--- src/rtl/scl_gen_pkg.sv ---
package scl_gen_pkg;

    typedef enum logic {
        PH_LOW  = 1'b0,
        PH_HIGH = 1'b1
    } scl_phase_e;

    typedef struct packed {
        logic low;
        logic high;
        logic data;
    } scl_ticks_t;

endpackage

--- src/rtl/scl_ccr_reg.sv ---
module scl_ccr_reg #(
    parameter int CDF_W    = 2,
    parameter int SCGD_W   = 6,
    parameter int SCGD_MAX = 62,
    localparam int CCR_W   = CDF_W + SCGD_W
) (
    input  logic              clk,
    input  logic              rst_n,
    input  logic              wr_en,
    input  logic [CCR_W-1:0]  wr_data,
    output logic [CCR_W-1:0]  ccr,
    output logic [CDF_W-1:0]  presc_sel,
    output logic [SCGD_W-1:0] period_sel
);
    localparam logic [SCGD_W-1:0] LIMIT = SCGD_W'(SCGD_MAX);

    typedef struct packed {
        logic [CCR_W-1:0] ccr;
    } reg_state_t;

    reg_state_t st_d, st_q;
    logic [SCGD_W-1:0] field_raw;

    always_comb begin
        st_d = st_q;
        if (wr_en) begin
            st_d.ccr = wr_data;
        end
    end

    always_ff @(posedge clk or negedge rst_n) begin
        if (!rst_n) begin
            st_q <= '0;
        end else begin
            st_q <= st_d;
        end
    end

    assign ccr        = st_q.ccr;
    assign presc_sel  = st_q.ccr[CDF_W-1:0];
    assign field_raw  = st_q.ccr[CCR_W-1:CDF_W];
    // Values above the legal maximum time as the maximum
    assign period_sel = (field_raw > LIMIT) ? LIMIT : field_raw;

endmodule

--- src/rtl/scl_prescaler.sv ---
module scl_prescaler #(
    parameter int CDF_W = 2
) (
    input  logic             clk,
    input  logic             rst_n,
    input  logic             restart,
    input  logic [CDF_W-1:0] presc_sel,
    output logic             en_pulse
);
    typedef struct packed {
        logic [CDF_W-1:0] cnt;
    } pre_state_t;

    pre_state_t st_d, st_q;
    logic       wrap;

    assign wrap = (st_q.cnt == presc_sel);

    always_comb begin
        st_d = st_q;
        if (restart || wrap) begin
            st_d.cnt = '0;
        end else begin
            st_d.cnt = st_q.cnt + 1'b1;
        end
    end

    always_ff @(posedge clk or negedge rst_n) begin
        if (!rst_n) begin
            st_q <= '0;
        end else begin
            st_q <= st_d;
        end
    end

    assign en_pulse = wrap;

endmodule

--- src/rtl/scl_phase_timer.sv ---
module scl_phase_timer
    import scl_gen_pkg::*;
#(
    parameter int SCGD_W = 6,
    parameter int STEP   = 8,
    parameter int BASE   = 20,
    localparam int PER_W = $clog2(STEP * ((1 << SCGD_W) - 1) + BASE + 1),
    localparam int CNT_W = PER_W - 1
) (
    input  logic              clk,
    input  logic              rst_n,
    input  logic              restart,
    input  logic              mod_en,
    input  logic [SCGD_W-1:0] period_sel,
    input  logic              scl_in,
    output logic              scl_hi,
    output scl_ticks_t        ticks
);
    typedef struct packed {
        scl_phase_e       phase;
        logic [CNT_W-1:0] cnt;
        scl_ticks_t       ticks;
    } tmr_state_t;

    tmr_state_t       st_d, st_q;
    logic [PER_W-1:0] per_len;
    logic [CNT_W-1:0] half_len;
    logic [CNT_W-1:0] last_cnt;
    logic [CNT_W-1:0] mid_cnt;
    logic             at_last;

    // Full period in module ticks, then one half of it
    assign per_len  = PER_W'(STEP) * PER_W'(period_sel) + PER_W'(BASE);
    assign half_len = per_len[PER_W-1:1];
    assign last_cnt = half_len - 1'b1;
    assign mid_cnt  = (half_len >> 1) - 1'b1;
    assign at_last  = (st_q.cnt == last_cnt);

    always_comb begin
        st_d       = st_q;
        st_d.ticks = '0;
        if (restart) begin
            st_d.phase = PH_LOW;
            st_d.cnt   = '0;
        end else if (mod_en) begin
            if (st_q.phase == PH_LOW) begin
                if (at_last) begin
                    st_d.phase      = PH_HIGH;
                    st_d.cnt        = '0;
                    st_d.ticks.high = 1'b1;
                end else begin
                    st_d.cnt        = st_q.cnt + 1'b1;
                    st_d.ticks.data = (st_q.cnt == mid_cnt);
                end
            end else if (scl_in) begin
                // High half only advances while the line reads high
                if (at_last) begin
                    st_d.phase     = PH_LOW;
                    st_d.cnt       = '0;
                    st_d.ticks.low = 1'b1;
                end else begin
                    st_d.cnt = st_q.cnt + 1'b1;
                end
            end
        end
    end

    always_ff @(posedge clk or negedge rst_n) begin
        if (!rst_n) begin
            st_q <= '{phase: PH_LOW, cnt: '0, ticks: '0};
        end else begin
            st_q <= st_d;
        end
    end

    assign scl_hi = (st_q.phase == PH_HIGH);
    assign ticks  = st_q.ticks;

endmodule

--- src/rtl/scl_clock_gen.sv ---
module scl_clock_gen
    import scl_gen_pkg::*;
#(
    parameter int CDF_W    = 2,
    parameter int SCGD_W   = 6,
    parameter int SCGD_MAX = 62,
    parameter int STEP     = 8,
    parameter int BASE     = 20,
    localparam int CCR_W   = CDF_W + SCGD_W
) (
    input  logic             clk,
    input  logic             rst_n,
    input  logic             ccr_wr,
    input  logic [CCR_W-1:0] ccr_wdata,
    output logic [CCR_W-1:0] ccr_rdata,
    input  logic             scl_in,
    output logic             mod_en,
    output logic             scl_hi,
    output logic             tick_low,
    output logic             tick_high,
    output logic             tick_data
);
    logic [CDF_W-1:0]  presc_sel;
    logic [SCGD_W-1:0] period_sel;
    scl_ticks_t        ticks;

    scl_ccr_reg #(
        .CDF_W    (CDF_W),
        .SCGD_W   (SCGD_W),
        .SCGD_MAX (SCGD_MAX)
    ) ccr_i (
        .clk        (clk),
        .rst_n      (rst_n),
        .wr_en      (ccr_wr),
        .wr_data    (ccr_wdata),
        .ccr        (ccr_rdata),
        .presc_sel  (presc_sel),
        .period_sel (period_sel)
    );

    scl_prescaler #(
        .CDF_W (CDF_W)
    ) pre_i (
        .clk       (clk),
        .rst_n     (rst_n),
        .restart   (ccr_wr),
        .presc_sel (presc_sel),
        .en_pulse  (mod_en)
    );

    scl_phase_timer #(
        .SCGD_W (SCGD_W),
        .STEP   (STEP),
        .BASE   (BASE)
    ) tmr_i (
        .clk        (clk),
        .rst_n      (rst_n),
        .restart    (ccr_wr),
        .mod_en     (mod_en),
        .period_sel (period_sel),
        .scl_in     (scl_in),
        .scl_hi     (scl_hi),
        .ticks      (ticks)
    );

    assign tick_low  = ticks.low;
    assign tick_high = ticks.high;
    assign tick_data = ticks.data;

endmodule

--- config.mk ---
export PLATFORM = sky130hd
export DESIGN_NAME = scl_clock_gen
export DESIGN_NICKNAME = d
export VERILOG_FILES = /design/src/rtl/scl_gen_pkg.sv /design/src/rtl/scl_ccr_reg.sv /design/src/rtl/scl_prescaler.sv /design/src/rtl/scl_phase_timer.sv /design/src/rtl/scl_clock_gen.sv
export SDC_FILE = /design/constraint.sdc
export NUM_CORES = 1
export LEC_CHECK = 0
export BUFFER_PORTS_ARGS = -buffer_cell sky130_fd_sc_hd__buf_4
export CAP_MARGIN = 15
export CORE_ASPECT_RATIO = 1.4
export CORE_MARGIN = 2
export CORE_UTILIZATION = 41
export CTS_CLUSTER_SIZE = 25
export DETAILED_ROUTE_END_ITERATION = 7
export SLEW_MARGIN = 40
export SYNTH_ARGS = -nofsm -noshare
export SYNTH_HDL_FRONTEND = slang
export SYNTH_SLANG_ARGS = --single-unit
--- constraint.sdc ---
create_clock -name clk -period 5.3 [get_ports clk]
set_input_delay 1.06 -clock clk [delete_from_list [all_inputs] [get_ports clk]]
set_output_delay 1.06 -clock clk [all_outputs]
set_load 0.01 [all_outputs]
==> metrics, run 1 <==
count of cell types in the netlist 50; Max-Slew Margin vs Limit a little under three quarters; GP Congestion between 0.8 and 0.9; CP Max Fanout 5; Die H 77.1 um; syn_nets 166; area share of and/or/nand/nor cells after synthesis 22.0%; # port buffers 24; Nets 181; DRT Pass-1 Iters 4; Design Power ~460 uW; Post-CTS Setup Bufs 0; initial antenna violation count 0; cells on worst reg2reg path 6; Synth Area in Adders 2.40%; total grt overflow 0; Clk pwr share 24.3%; vias in the first global route 1186; crit path launch type flop; final critical-path share of the clock period 46.0%; DR vias between 1000 and 1500; data required time of the critical path around 4200 ps; worst slew pin tran ~440 ps; Routed Antenna Nets 0; final setup margin 2860 ps; DRC Markers 0; Post-synth ARST share 100%; post-synthesis instance total 151; Critical path buffers and inverters 2; root buf cell clkbuf_8; Compound-Gate Fraction of Synth Area 16.9%; Logic pwr share 29.3%; DIE WIDTH approximately 56 um; post-synthesis mux area share 7.11%; sequential element share of the synthesized area a little under two fifths; leakage 0.000732 uW; max-cap violations 0; Synth Register Bits 23; largest net degree at the start of global routing 25; status finished clean; Synth area leader dfrtp_1; post-CTS resize count 0; Sw Ratio 33.9%; Max Root-Sink Buffers 2; most frequent cell after synthesis dfrtp_1; Tmin final approximately 2400 ps; Die ar. roughly 0.0043 mm2; Psw 155 uW; CTS Hold Bufs 0; Worst VDD drop 0.160 mV; crit path capture mod_en; first-pass GRT wire length approximately 5.5 mm; # setup viols final 0; number of diodes 0; # IOs 25; H-tree levels 1; final hold viol count 0; number of core rows 26; Slew Limit Fails 0; Setup CP Type reg2out; Sequential Power Share 46.4%; Setup TNS 0 ps; Synth area leaders dfrtp_1 37%, mux2_2 5.8%, xnor2_1 5.0%; CTS Buf Count 3; Synth top cells by count 23 x dfrtp_1, 12 x nand2_1, 10 x nor2_1; GRT Total Usage 15.9%; P&R area growth vs syn 11.8%; Top Family by Delay on Critical Path flip-flops; Clock Latency Late Sink 270 ps; fin area ~0.0018 mm2; layout cell share with drive strength beyond 1 28.5%; largest family of logic cells by synthesized area simple AND/OR/NAND/NOR gates; pre-CTS setup slack 3060 ps; placed standard-cell area 0.00171 mm2; core area around 0.0036 mm2; Critical Path AT 1380 ps; WL per Instance roughly 15 um; Initial Utilization a little over two fifths; HP Class reg2reg; Worst-path clk slew 80 ps; final core utilization between 40% and 50%; CP peak stage delay 420 ps; worst r2r src ccr_i.ccr[3]$_DFFE_PN0P_; CP Depth 4; via/cell ratio 5.71; slowest cell on the critical path dfrtp_1; HPWL Detailed about 2.3 mm; Yosys top cell area share a little under two fifths; R2R setup slack 3220 ps; cell-by-cell trace of the critical path xnor2_1 -> nand2_1 -> inv_1 -> buf_4; Power Internal between 300 and 400 uW; Clock Skews 7.58 ps; Top FF cell, synth dfrtp_1; power per cell area 261 mW/mm2; RSZ-0062 raised after global routing no; WHS Path Cells 1; Netlist Area Pre-Place 0.00157 mm2; crit end category output pin; CP Launch Point ccr_i.ccr[0]$_DFFE_PN0P_; XOR/XNOR share of the synthesized area 8.15%; Synth Warn # 0; CTS tree yes; Max Fclk 410 MHz; worst r2r dst tmr_i.ticks[0]$_DFF_PN0_; Routed WL 3.15 mm; Post-synth EDFFs 0; post-synthesis average cell area 10.4 um2; DR iter-0 viols 11; clk sinks 23
## worst min path at each step
stage / start / to
final: pre_i.st_q[0]$_DFF_PN0_ / pre_i.st_q[0]$_DFF_PN0_
after global routing: pre_i.st_q[0]$_DFF_PN0_ / pre_i.st_q[0]$_DFF_PN0_
after CTS: pre_i.st_q[0]$_DFF_PN0_ / pre_i.st_q[0]$_DFF_PN0_
after detailed placement: pre_i.st_q[0]$_DFF_PN0_ / pre_i.st_q[0]$_DFF_PN0_
after global placement: pre_i.st_q[0]$_DFF_PN0_ / pre_i.st_q[0]$_DFF_PN0_
after floorplan: pre_i.st_q[0]$_DFF_PN0_ / pre_i.st_q[0]$_DFF_PN0_
## layer usage
layer | vias to the layer above | global-route usage, % | part of all wire (%)
met1 | 581 | 19.2 | 41
met5 | - | 0 | 0
met4 | 0 | 5.71 | 1.5
met3 | 5 | 2.53 | 2.2
li1 | 575 | - | -
met2 | 22 | 28.1 | 55
## layout make-up
cell class	instances	area, um2
clock buffers	4	45.0
fillers	347	1890
inverters	3	11.3
multi-input cells	111	887
flip-flops and latches	23	576
well taps	42	52.6
repair buffers	24	180
## through the flow
step           hold slack [ps]  std cells
3_5_place_dp               511        203
5_1_grt                    553        207
6_report                   527        207
4_1_cts                    522        207
3_3_place_gp               482        203
2_1_floorplan              472        151
## sequential cells by signal, summed over array words and instances (netlist names)
register / count
ccr_i.ccr: 8
pre_i.st_q: 2
tmr_i.scl_hi: 1
tmr_i.st_q: 9
tmr_i.ticks: 3
## kinds of logic (layout without fill, tap and decap cells)
| logic type | Yosys count | count (layout) |
|---|---|---|
| and+or+nand+nor | 58 | 58 |
| AOI/OAI and AO/OA | 27 | 27 |
| DFF | 23 | 23 |
| buffers and inverters | 17 | 31 |
| xor gates and xnor gates | 13 | 13 |
| muxes | 10 | 10 |
| adders and majority gates | 3 | 3 |
## cells in the final DEF, fill, tap and decap left out, types with 2 or more instances in the layout
cell type and n:
a2111oi_2 3, nand2_1 12, clkbuf_8 3, a211o_1 3
nor2_1 10, and3_1 4, buf_4 24, dfrtp_1 23
nor4_2 3, xor2_1 3, o22ai_1 2, nand3b_1 2
nand2b_1 2, a41oi_1 2, and2_1 3, inv_1 3
or3_1 2, nor3_1 7, xnor2_1 9, a21oi_1 4
mux2_2 8, ha_1 3, nand3_1 6
## power by group through the flow
stage          sequential, uW  clock (uW)  combinational [uW]
2_1_floorplan             209           0                 104
3_3_place_gp              215           0                 133
3_5_place_dp              216           0                 135
4_1_cts                   212         113                 136
5_1_grt                   215         123                 149
6_report                  212         111                 134
(Power assumes the default switching activity.)
==> run 2, diff against run 1 <==
==> constraint.sdc (replaced) <==
create_clock -name clk -period 2.2 [get_ports clk]
set_input_delay 0.44 -clock clk [delete_from_list [all_inputs] [get_ports clk]]
set_output_delay 0.44 -clock clk [all_outputs]
set_load 0.01 [all_outputs]
==> run 2 against run 1 <==
  * Final cell count is 2.9% higher
  * Sequential power is 140% higher
  * Sequential share of layout area is 0.85 points lower
  * Critical endpoint is now tmr_i.st_q[5]$_DFFE_PN0P_
==> metrics, run 2 (synthesized netlist as in run 1, its figures left out) <==
status finished clean; Worst-path clk slew 90 ps; post-CTS resize count 0; H-tree levels 1; CP Max Fanout 6; CTS Hold Bufs 0; most flop-heavy register tmr_i.st_q; Worst VDD drop 0.425 mV; most common cell after layout, fill and taps aside buf_4; Max-Slew Margin vs Limit 69.6%; Initial Utilization 43.0%; # IOs 25; largest net degree at the start of global routing 25; # fillers 335; final critical-path share of the clock period between 90% and 100%; Nets around 190; crit end category flop; max-cap violations 0; pre-CTS setup slack between 150 and 200 ps; final hold viol count 0; Slew Limit Fails 0; via/cell ratio 5.68; power per cell area 619 mW/mm2; vias in the first global route between 1000 and 1500; Clock Latency Late Sink 260 ps; core area 0.00364 mm2; number of core rows 26; data required time of the critical path ~2300 ps; HPWL Detailed about 2.6 mm; Clock Skews about 6.4 ps; placed standard-cell area between 0.0015 and 0.002 mm2; clk sinks 23; Critical Path AT 2180 ps; Routed WL 3.39 mm; crit path launch type flop; HP Class in2async; final core utilization 49.3%; Routed Antenna Nets 0; most frequent cells in the layout 30 x buf_4, 23 x dfrtp_1, 12 x nand2_1, 10 x nor2_1, 9 x xnor2_1; Die H 77.1 um; WL per Instance 15.9 um; P&R area growth vs syn 14.8%; CTS tree yes; Setup TNS 0 ps; total grt overflow 0; R2R setup slack 160 ps; first-pass GRT wire length 5.79 mm; # setup viols final 0; layout cell share with drive strength beyond 1 31.6%; initial antenna violation count 0; Max Root-Sink Buffers 2; CTS Buf Count 3; DR vias 1209; DIE WIDTH about 56 um; Post-CTS Setup Bufs 0; GP Congestion 0.988; number of diodes 0; Tmin final around 2000 ps; DRT Pass-1 Iters 4; Hold WS roughly 64 ps; root buf cell clkbuf_8; RSZ-0062 raised after global routing no; number of flip-flops under the largest register name 9; leakage approximately 0.00077 uW; Max Fclk ~500 MHz; worst slew pin tran 452 ps; Die ar. ~0.0043 mm2; final setup margin 163 ps; DRC Markers 0; fin area 0.00180 mm2; Setup CP Type reg2reg; GRT Total Usage about 17%; DR iter-0 viols 23; # port buffers 24
==> run 2: final timing paths <==
kind,to,cells past startpoint,start
setup / recovery,tmr_i.st_q[5]$_DFFE_PN0P_,6,ccr_i.ccr[4]$_DFFE_PN0P_
hold / removal,tmr_i.ticks[2]$_DFF_PN0_,1,rst_n
setup reg to reg,tmr_i.st_q[5]$_DFFE_PN0P_,6,ccr_i.ccr[4]$_DFFE_PN0P_
hold reg to reg,pre_i.st_q[0]$_DFF_PN0_,1,pre_i.st_q[0]$_DFF_PN0_
max in group asynchronous,tmr_i.ticks[0]$_DFF_PN0_,1,rst_n
min in group clk,ccr_i.ccr[2]$_DFFE_PN0P_,2,ccr_wdata[2]
==> run 2: worst max-delay path, stage by stage (launching register included) <==
cell,delay [ps]
dfrtp_1,420
ha_1,360
xor2_1,180
a2111oi_4,260
nand4_4,210
nor3_4,390
nor4_2,100
==> run 2: report_power, final <==
group          internal [uW]  switching, uW
combinational            148            194
clock                    126            139
sequential               455           48.9
==> run 2: routing by layer <==
| metal | routed length [um] | vias to the layer above | part of all wire (%) | track usage (%) |
|---|---|---|---|---|
| met3 | 98 | 2 | 2.9 | 2.70 |
| li1 | - | 586 | - | - |
| met1 | 1420 | 600 | 42 | 20.1 |
| met2 | 1860 | 21 | 55 | 30.2 |
| met4 | 17 | 0 | 0.50 | 4.29 |
| met5 | 0 | - | 0 | 0 |
==> run 2: final cells by class <==
cell class / count / area, um2 / area share [%]
clock buffer: 3 / 41.3 / 2.30
multi-input combinational: 111 / 887 / 49.3
sequential: 23 / 576 / 32.0
tap: 42 / 52.6 / 2.92
timing repair buffer: 30 / 225 / 12.5
clock inverter: 1 / 5.00 / 0.278
inverter: 3 / 11.3 / 0.626
==> run 2: per-stage QoR <==
step                total power, uW  instances
CTS                            1130        213
floorplan                       755        151
global route                   1180        213
global placement                848        209
detailed placement              858        209
finish                         1110        213
